$ cat src/rtl/spi_par_pkg.sv
package spi_par_pkg;

    localparam int unsigned DEF_DATA_W   = 16;
    localparam int unsigned DEF_HALF_DIV = 2;

    typedef enum logic [1:0] {
        ST_IDLE,
        ST_LEAD,
        ST_HIGH,
        ST_LOW
    } phase_e;

    typedef struct packed {
        logic par_active;
        logic odd;
    } frame_cfg_t;

    // parity bit that makes the total count of ones even (odd = 0) or odd (odd = 1)
    function automatic logic par_bit_of(input logic ones_xor, input logic odd);
        return ones_xor ^ odd;
    endfunction

endpackage

$ cat src/rtl/spi_par_timer.sv
module spi_par_timer #(
    parameter int unsigned HALF_DIV = spi_par_pkg::DEF_HALF_DIV
) (
    input  logic clk,
    input  logic rst,
    input  logic run,
    output logic tick
);
    localparam int unsigned CW = (HALF_DIV > 1) ? $clog2(HALF_DIV) : 1;

    logic [CW-1:0] cnt;

    assign tick = run && (cnt == CW'(HALF_DIV - 1));

    always_ff @(posedge clk) begin
        if (rst || !run || tick) begin
            cnt <= '0;
        end else begin
            cnt <= cnt + CW'(1);
        end
    end
endmodule

$ cat src/rtl/spi_par_txgen.sv
module spi_par_txgen
    import spi_par_pkg::*;
#(
    parameter int unsigned DATA_W = DEF_DATA_W,
    parameter int unsigned LEN_W  = $clog2(DATA_W),
    parameter int unsigned FW     = DATA_W + 1,
    parameter int unsigned NW     = $clog2(DATA_W + 2)
) (
    input  logic [DATA_W-1:0] data,
    input  logic [LEN_W-1:0]  len,
    input  logic              par_en,
    input  logic              odd,
    input  logic              byte_mode,
    output logic [FW-1:0]     frame,
    output logic [NW-1:0]     nbits,
    output logic              par_bit,
    output frame_cfg_t        cfg
);
    logic [DATA_W-1:0] masked;
    int unsigned       n_data;
    logic              active;

    always_comb begin
        n_data = (int'(len) >= int'(DATA_W)) ? DATA_W : int'(len) + 1;
        for (int i = 0; i < int'(DATA_W); i++) begin
            masked[i] = data[i] && (i < int'(n_data));
        end
        active         = par_en && !byte_mode;
        par_bit        = active ? par_bit_of(^masked, odd) : 1'b0;
        frame          = active ? {masked, par_bit} : {1'b0, masked};
        nbits          = NW'(n_data) + NW'(active);
        cfg.par_active = active;
        cfg.odd        = odd;
    end
endmodule

$ cat src/rtl/spi_par_rxsplit.sv
module spi_par_rxsplit
    import spi_par_pkg::*;
#(
    parameter int unsigned DATA_W = DEF_DATA_W,
    parameter int unsigned FW     = DATA_W + 1
) (
    input  logic [FW-1:0]     sr,
    input  frame_cfg_t        cfg,
    output logic [DATA_W-1:0] data,
    output logic              par,
    output logic              err
);
    logic expect_par;

    always_comb begin
        data       = cfg.par_active ? sr[FW-1:1] : sr[DATA_W-1:0];
        expect_par = par_bit_of(^sr[FW-1:1], cfg.odd);
        par        = cfg.par_active && sr[0];
        err        = cfg.par_active && (sr[0] != expect_par);
    end
endmodule

$ cat src/rtl/spi_par_master.sv
module spi_par_master
    import spi_par_pkg::*;
#(
    parameter int unsigned DATA_W   = DEF_DATA_W,
    parameter int unsigned HALF_DIV = DEF_HALF_DIV
) (
    input  logic                      clk,
    input  logic                      rst,
    input  logic                      start,
    input  logic [DATA_W-1:0]         tx_data,
    input  logic [$clog2(DATA_W)-1:0] data_len,
    input  logic                      par_en,
    input  logic                      par_odd,
    input  logic                      byte_mode,
    input  logic                      miso,
    output logic                      sclk,
    output logic                      mosi,
    output logic                      cs_n,
    output logic [DATA_W-1:0]         rx_data,
    output logic                      tx_par,
    output logic                      rx_par,
    output logic                      par_err,
    output logic                      done
);
    localparam int unsigned LEN_W = $clog2(DATA_W);
    localparam int unsigned FW    = DATA_W + 1;
    localparam int unsigned NW    = $clog2(DATA_W + 2);

    phase_e            phase;
    logic              tick;
    logic [FW-1:0]     frame_q;
    logic [NW-1:0]     left;
    frame_cfg_t        cfg_q;
    logic              txp_q;
    logic [FW-1:0]     rx_sr;

    logic [FW-1:0]     gen_frame;
    logic [NW-1:0]     gen_nbits;
    logic              gen_par;
    frame_cfg_t        gen_cfg;
    logic [DATA_W-1:0] rxs_data;
    logic              rxs_par;
    logic              rxs_err;

    spi_par_timer #(.HALF_DIV(HALF_DIV)) u_timer (
        .clk  (clk),
        .rst  (rst),
        .run  (phase != ST_IDLE),
        .tick (tick)
    );

    spi_par_txgen #(.DATA_W(DATA_W), .LEN_W(LEN_W), .FW(FW), .NW(NW)) u_txgen (
        .data      (tx_data),
        .len       (data_len),
        .par_en    (par_en),
        .odd       (par_odd),
        .byte_mode (byte_mode),
        .frame     (gen_frame),
        .nbits     (gen_nbits),
        .par_bit   (gen_par),
        .cfg       (gen_cfg)
    );

    spi_par_rxsplit #(.DATA_W(DATA_W), .FW(FW)) u_rxsplit (
        .sr   (rx_sr),
        .cfg  (cfg_q),
        .data (rxs_data),
        .par  (rxs_par),
        .err  (rxs_err)
    );

    always_ff @(posedge clk) begin
        if (rst) begin
            phase   <= ST_IDLE;
            sclk    <= 1'b0;
            mosi    <= 1'b0;
            cs_n    <= 1'b1;
            done    <= 1'b0;
            frame_q <= '0;
            left    <= '0;
            cfg_q   <= '0;
            txp_q   <= 1'b0;
            rx_sr   <= '0;
            rx_data <= '0;
            tx_par  <= 1'b0;
            rx_par  <= 1'b0;
            par_err <= 1'b0;
        end else begin
            done <= 1'b0;
            unique case (phase)
                ST_IDLE: begin
                    if (start) begin
                        frame_q <= gen_frame;
                        left    <= gen_nbits;
                        cfg_q   <= gen_cfg;
                        txp_q   <= gen_par;
                        rx_sr   <= '0;
                        mosi    <= gen_frame[gen_nbits - NW'(1)];
                        cs_n    <= 1'b0;
                        phase   <= ST_LEAD;
                    end
                end
                ST_LEAD: begin
                    if (tick) begin
                        sclk  <= 1'b1;
                        rx_sr <= {rx_sr[FW-2:0], miso};
                        left  <= left - NW'(1);
                        phase <= ST_HIGH;
                    end
                end
                ST_HIGH: begin
                    if (tick) begin
                        sclk  <= 1'b0;
                        phase <= ST_LOW;
                        if (left != '0) begin
                            mosi <= frame_q[left - NW'(1)];
                        end
                    end
                end
                ST_LOW: begin
                    if (tick) begin
                        if (left == '0) begin
                            cs_n    <= 1'b1;
                            done    <= 1'b1;
                            mosi    <= 1'b0;
                            rx_data <= rxs_data;
                            rx_par  <= rxs_par;
                            par_err <= rxs_err;
                            tx_par  <= txp_q;
                            phase   <= ST_IDLE;
                        end else begin
                            sclk  <= 1'b1;
                            rx_sr <= {rx_sr[FW-2:0], miso};
                            left  <= left - NW'(1);
                            phase <= ST_HIGH;
                        end
                    end
                end
                default: phase <= ST_IDLE;
            endcase
        end
    end
endmodule

$ cat config.mk
export PLATFORM = sky130hd
export DESIGN_NAME = spi_par_master
export DESIGN_NICKNAME = d
export VERILOG_FILES = /design/src/rtl/spi_par_pkg.sv /design/src/rtl/spi_par_timer.sv /design/src/rtl/spi_par_txgen.sv /design/src/rtl/spi_par_rxsplit.sv /design/src/rtl/spi_par_master.sv
export SDC_FILE = /design/constraint.sdc
export NUM_CORES = 1
export LEC_CHECK = 0
export CAP_MARGIN = 10
export CORE_MARGIN = 3
export CORE_UTILIZATION = 55
export DETAILED_ROUTE_END_ITERATION = 7
export PLACE_DENSITY = 0.87
export RECOVER_POWER = 100
export SLEW_MARGIN = 10
export SYNTH_ARGS = -nofsm -noshare
export SYNTH_HDL_FRONTEND = slang
export SYNTH_SLANG_ARGS = --single-unit
$ cat constraint.sdc
create_clock -name clk -period 7.2 [get_ports clk]
set_clock_uncertainty 0.15 [all_clocks]
set_input_delay 1.44 -clock clk [delete_from_list [all_inputs] [get_ports clk]]
set_output_delay 1.44 -clock clk [all_outputs]
set_load 0.005 [all_outputs]
# Word-level counts from Yosys, hierarchy flattened
# Cells that the tools add are included.
# Widths: inputs -> output; s select.
word_totals:
  input_bits: 27
  elab_cells: 135
  reg_bits: 68
  out_inout_bits: 23
classes:
  n_bitwise: 4
  addsub: 5
  reduce_logical: 42
  n_eq_ne: 11
  mux: 39
  n_lt_le_gt_ge: 18
op_table:
  columns: ["operator", "count"]
  rows:
  - ["$lt 5x32->1 const A", 8]
  - ["$lt 4x32->1 const A", 4]
  - ["$mux 17", 5]
  - ["$lt 3x32->1 const A", 2]
  - ["$pmux 17 s3", 1]
  - ["$lt 1x32->1 const A", 1]
  - ["$lt 2x32->1 const A", 1]
  - ["$reduce_xor 16->1", 2]
  - ["$logic_and 1x1->1", 20]
  - ["$mux 5", 4]
  - ["$mux 1", 16]
  - ["$mux 16", 1]
  - ["$pmux 5 s3", 1]
  - ["$lt 5x6->1 const B", 2]
  - ["$bmux 1 s5", 2]
  - ["$mux 2", 5]
  - ["$reduce_and 5->1", 2]
  - ["$sub 5x1->5 const B", 2]
  - ["$reduce_bool 3->1", 3]
  - ["$ne 2x2->1 const B", 4]
  - ["$pmux 2 s4", 1]
  - ["$reduce_and 4->1", 2]
  - ["$ne 2x1->1 const B", 3]
  - ["$pmux 1 s3", 2]
  - ["19 further kinds", 25]

# Logic depth before layout (Yosys ltp)
depth:
  depth_word: 11
  mapped_depth: 17
  mapped_depth_nobuf: 13

# Modules after synthesis
# Synthesis repeated with hierarchy kept, for this count alone.
unflattened:
  cells_unflattened: 566
  area_unflattened_um2: 4508.1
modules_own_cells:
  columns: ["mod", "seq_area_each_um2", "area_each_um2", "instances", "cells_per_inst"]
  rows:
  - ["spi_par_master", 1341.3, 2967.8, 1, 378]
  - ["spi_par_txgen", 0.0, 1126.1, 1, 149]
  - ["spi_par_rxsplit", 0.0, 374.1, 1, 36]
  - ["spi_par_timer", 20.0, 40.0, 1, 3]

# Least setup slack after synthesis
# No wires, ideal clock.
synth_path:
  path_kind: "input port to flip-flop"
  from: "input port byte_mode"
  to: "register mosi"
  stages: 16
  required_time_ps: 6924
  setup_time_ps: 126
  t_arrival_ps: 4322
  slack_ps: 2602
  n_path_buf: 4
  path_cell_list: "nand2b_1 > clkbuf_1 > inv_2 > buf_2 > buf_2 > ha_1 > ha_1 > inv_1 > ha_1 > clkbuf_1 > inv_1 > or4_1 > o31ai_1 > o21bai_1 > nor3b_1 > a211oi_1"
synth_between:
  elab_chain_cells: 8
  elab_cells_between_ends: 10
  classes_between: "add/sub (2); mux (6); reduce/logical (2)"
synth_rtl:
  columns: ["item", "line_no", "text"]
  rows:
  - ["start, declared", "spi_par_master.sv:14", "input logic byte_mode,"]
  - ["$logic_not 1->1 (*)", "spi_par_txgen.sv:28", "active = par_en && !byte_mode;"]
  - ["$logic_and 1x1->1 (*)", "spi_par_txgen.sv:28", null]
  - ["net u_txgen.active", "spi_par_txgen.sv:21", "logic active;"]
  - ["$add 5x1->5 / $mux 1 (equally long branches)", "spi_par_txgen.sv:31, spi_par_txgen.sv:29", null]
  - ["$sub 5x1->5 / $mux 17 (equally long branches)", "spi_par_master.sv:98, spi_par_txgen.sv:30", null]
  - ["$bmux 1 s5 (*)", "spi_par_master.sv:98", "mosi <= gen_frame[gen_nbits - NW'(1)];"]
  - ["$mux 1 (implied by the code) (*)", "spi_par_master.sv:98", null]
  - ["$mux 1 (*)", "spi_par_master.sv:92", "if (start) begin"]
  - ["$pmux 1 s3 (*)", "spi_par_master.sv:90", "unique case (phase)"]
  - ["end signal, assigned", "spi_par_master.sv:98", null]
  - ["end signal, assigned", "spi_par_master.sv:116", "mosi <= frame_q[left - NW'(1)];"]
  - ["end, declared", "spi_par_master.sv:17", "output logic mosi,"]
# The timed path passes the listed nets; every way through them passes the cells marked *. The select of a mux whose other input is x is not followed.
# A chain may end at the register's enable or synchronous reset.

# Worst setup path after layout
layout_path:
  from: "input port byte_mode"
  to: "register mosi"
layout_between:
  elab_chain_cells: 8
  elab_cells_between_ends: 10
  classes_between: "add/sub (2); mux (6); reduce/logical (2)"
layout_rtl:
  columns: ["item", "line_no"]
  rows:
  - ["$logic_not 1->1 (*)", "spi_par_txgen.sv:28"]
  - ["$logic_and 1x1->1 (*)", "spi_par_txgen.sv:28"]
  - ["$add 5x1->5 / $mux 1 (equally long branches)", "spi_par_txgen.sv:31, spi_par_txgen.sv:29"]
  - ["$sub 5x1->5 / $mux 17 (equally long branches)", "spi_par_master.sv:98, spi_par_txgen.sv:30"]
  - ["$bmux 1 s5 (*)", "spi_par_master.sv:98"]
  - ["$mux 1 (implied by the code) (*)", "spi_par_master.sv:98"]
  - ["$mux 1 (*)", "spi_par_master.sv:92"]
  - ["$pmux 1 s3 (*)", "spi_par_master.sv:90"]
# Mark *: on every way between the ends. The rest lies on a longest branch, timed or not. The select of a mux whose other input is x is not followed.

==> flow_metrics.tcl <==
set metrics [dict create \
    cts_hold_buf 0 \
    drive_gt1_frac 0.0695 \
    die_x_um 95.3 \
    synth.area.top_cells "dfxtp_1 31%, nor2_1 7.1%, mux2i_1 5.7%" \
    viasPerCell 6.20 \
    synth_nets 567 \
    synth_area_leader_cell "dfxtp_1" \
    yosys_warnings 0 \
    design.die.area_um2 9070 \
    yosysUniqueCellTypes 77 \
    fin_crit_sh 0.811 \
    synth_cells 533 \
    dr.pass1.iters 7 \
    seqPwrFrac 0.408 \
    cts-buffers-inserted 9 \
    area_growth_pct 14.7 \
    cpPeakStageDelay_ps 660 \
    initial_utilization 0.585 \
    setup_tns_ps 0 \
    violations "max-capacitance violations, max-slew violations" \
    vias 4092 \
    power_switching_uw 304 \
    crit_chain "dlygate4sd3_1 -> nand2b_1 -> inv_1 -> ha_1 -> clkinv_1 -> ha_1 -> inv_1 -> o31ai_1 -> a2111oi_0 -> a311o_1 -> o21bai_1 -> nor3b_1 -> a211oi_1" \
    min_path_type "reg -> reg" \
    grt_antenna_before_repair 0 \
    grt_pass1_vias 3931 \
    h-tree-depth 3 \
    tightest_slew_ps 2850 \
    cts_tree "built" \
    hp-start "rx_par" \
    syn-cell-area_um2 4380 \
    postRouteAntennaNets 0 \
    fin_nets 590 \
    syn_avg_cell_area_um2 8.22 \
    worstPathMaxFanout 21 \
    timing.final.ws_setup_ps 1360 \
    dp_cells 644 \
    crit_start "byte_mode" \
    cellLeakagePower_uw 0.00184 \
    switching_share 0.303 \
    power_frac_comb 0.245 \
    drv_cap 1 \
    root_buffer "clkbuf_8" \
    grt_overflow 0 \
    grt_setup_unrepaired "false" \
    crit_arrival_ps 5910 \
    finalWeightedCongestion 1.04 \
    fmax_mhz 171 \
    r2r_setup_slack_ps 3960 \
    status "finished, violations left" \
    drt_drc_violations_left 0 \
    hpwlAfterDp_mm 7.79 \
    synthArstFlopShare 0 \
    clock_sink_count 68 \
    ys.flop_type "dfxtp_1" \
    fill_cells 601 \
    ys_seq_area_frac 0.311 \
    wirelength_mm 10.9 \
    wl_per_cell_um 16.5 \
    maxSlewHeadroom -0.903 \
    setup_viol 0 \
    clk_latency_ps 340 \
    synth_top_area_frac 0.311 \
    r2r_start "left[0]" \
    worstSetupStartpointType "input port" \
    io_buffers 49 \
    place_ws_ps 1520 \
    path_clk_slew_ps 70 \
    p_clk_frac 0.347 \
    cts.repair.resized 0 \
    antenna_cells 0 \
    critical_path_class "in -> reg" \
    cp-end-kind "register" \
    internal_power_uw 698 \
    fin_crit_ps 5840 \
    ioPinCount 50 \
    drt-initial-drc-count 350 \
    post_cts_buffers 0 \
    rows 31 \
    slew_violations 69 \
    instances_no_fill 660 \
    grt_pass1_wl_mm 18.4 \
    finalPower_uw 1000 \
    cp.required_ps 7270 \
    vdd_drop_max_uv 167 \
    core-area_um2 7490 \
    clk_path_buf_depth 2 \
    pwr_density_cell_nw_per_um2 199 \
    grt_max_degree 69 \
    die_h_um 95.3 \
    final-hold-violation-count 0 \
    synth_seq_cells 68 \
    critPathSlowestCell "ha_1" \
    synth-edff-count 0 \
    grt_use_total 0.253 \
]
## critical path, delay by kind of cell
kind            cells  cell delay, ps
simple gates        2             750
fa+ha+maj           2            1160
buf+inv             4            1550
compound gates      5             990
## cell type report
type                       instances  area (um2)  share of cell area
tap                               99         124              0.0246
multi-input combinational        410        2760               0.548
sequential                        68        1360               0.271
inverter                          15        56.3              0.0112
clock buffer                      10         138              0.0274
clock inverter                     6        87.6              0.0174
timing repair buffer              52         504               0.100
## logic make-up (layout without fill, tap and decap cells)
kind of cell,Yosys count,in the layout,synth area share
and+or+nand+nor,197,197,0.208
buffers and inverters,55,83,0.0554
adders and majority gates,7,7,0.0200
AOI/OAI and AO/OA,139,139,0.236
muxes,31,31,0.0888
DFF,68,68,0.311
xor gates and xnor gates,36,36,0.0805
## routing by layer
metal | wire length [um] | share of wire | vias up | global-route usage
li1 | - | - | 1990 | -
met4 | 189 | 0.017 | 0 | 0.0745
met3 | 660 | 0.061 | 21 | 0.0545
met1 | 4790 | 0.44 | 1908 | 0.331
met5 | 0 | 0 | - | 0
met2 | 5250 | 0.48 | 173 | 0.419
## synthesized netlist by cell type (4+ instances only)
cell,count
a211oi_1,23
a21oi_1,27
a22oi_1,19
a31oi_1,7
and2_1,5
buf_2,8
clkbuf_1,26
dfxtp_1,68
ha_1,7
inv_1,10
inv_2,4
mux2i_1,25
mux4_1,4
nand2_1,39
nand2b_1,7
nand3_1,16
nor2_1,83
nor3_1,22
o211ai_1,4
o21ai_0,12
o21ai_1,4
xnor2_1,26
xor2_1,6
## sequential cells by signal (all words and copies together) (netlist names), 2 cells and up
signal	flops
left	5
frame_q	17
rx_data	16
cfg_q	2
phase	2
rx_sr	17
## per-stage QoR
step                 util  hold slack (ps)  cell area [um2]
floorplan               -              282             4380
global placement    0.646              293             4830
detailed placement  0.646              297             4830
CTS                 0.676              307             5060
global route        0.671              323             5030
finish              0.671              301             5030
## final timing paths
| check | cells after the start | endpoint |
|---|---|---|
| max | 13 | mosi |
| min | 2 | rx_par |
| max reg2reg | 10 | mosi |
| min reg2reg | 2 | rx_par |
## power groups by stage
| stage | clock network (uW) | logic (uW) | registers (uW) |
|---|---|---|---|
| 6_report | 348 | 245 | 409 |
| 5_1_grt | 370 | 269 | 412 |
| 4_1_cts | 355 | 245 | 409 |
| 3_5_place_dp | 0 | 243 | 417 |
| 3_3_place_gp | 0 | 233 | 416 |
| 2_1_floorplan | 0 | 190 | 407 |
## placed cells by master (no fill, tap or decap), drive strengths merged, types with 3 or more instances in the layout
| master | instances |
|---|---|
| dlygate4sd3 | 26 |
| nand2b | 7 |
| a22oi | 20 |
| mux4 | 5 |
| clkbuf | 11 |
| clkinv | 5 |
| nor3 | 22 |
| buf | 3 |
| inv | 14 |
| ha | 7 |
| nand3 | 16 |
| a211oi | 25 |
| nor2b | 3 |
| a21boi | 3 |
| dfxtp | 68 |
| o211ai | 5 |
| a221oi | 3 |
| clkdlybuf4s50 | 22 |
| nor2 | 84 |
| nand2 | 39 |
| nor4 | 3 |
| o21bai | 3 |
| o31ai | 5 |
| o21ai | 18 |
| xnor2 | 29 |
| mux2i | 25 |
| xor2 | 6 |
| o221ai | 4 |
| a21oi | 30 |
| and2 | 6 |
| a31oi | 8 |
Note: power is estimated with default switching activity, not from simulation.
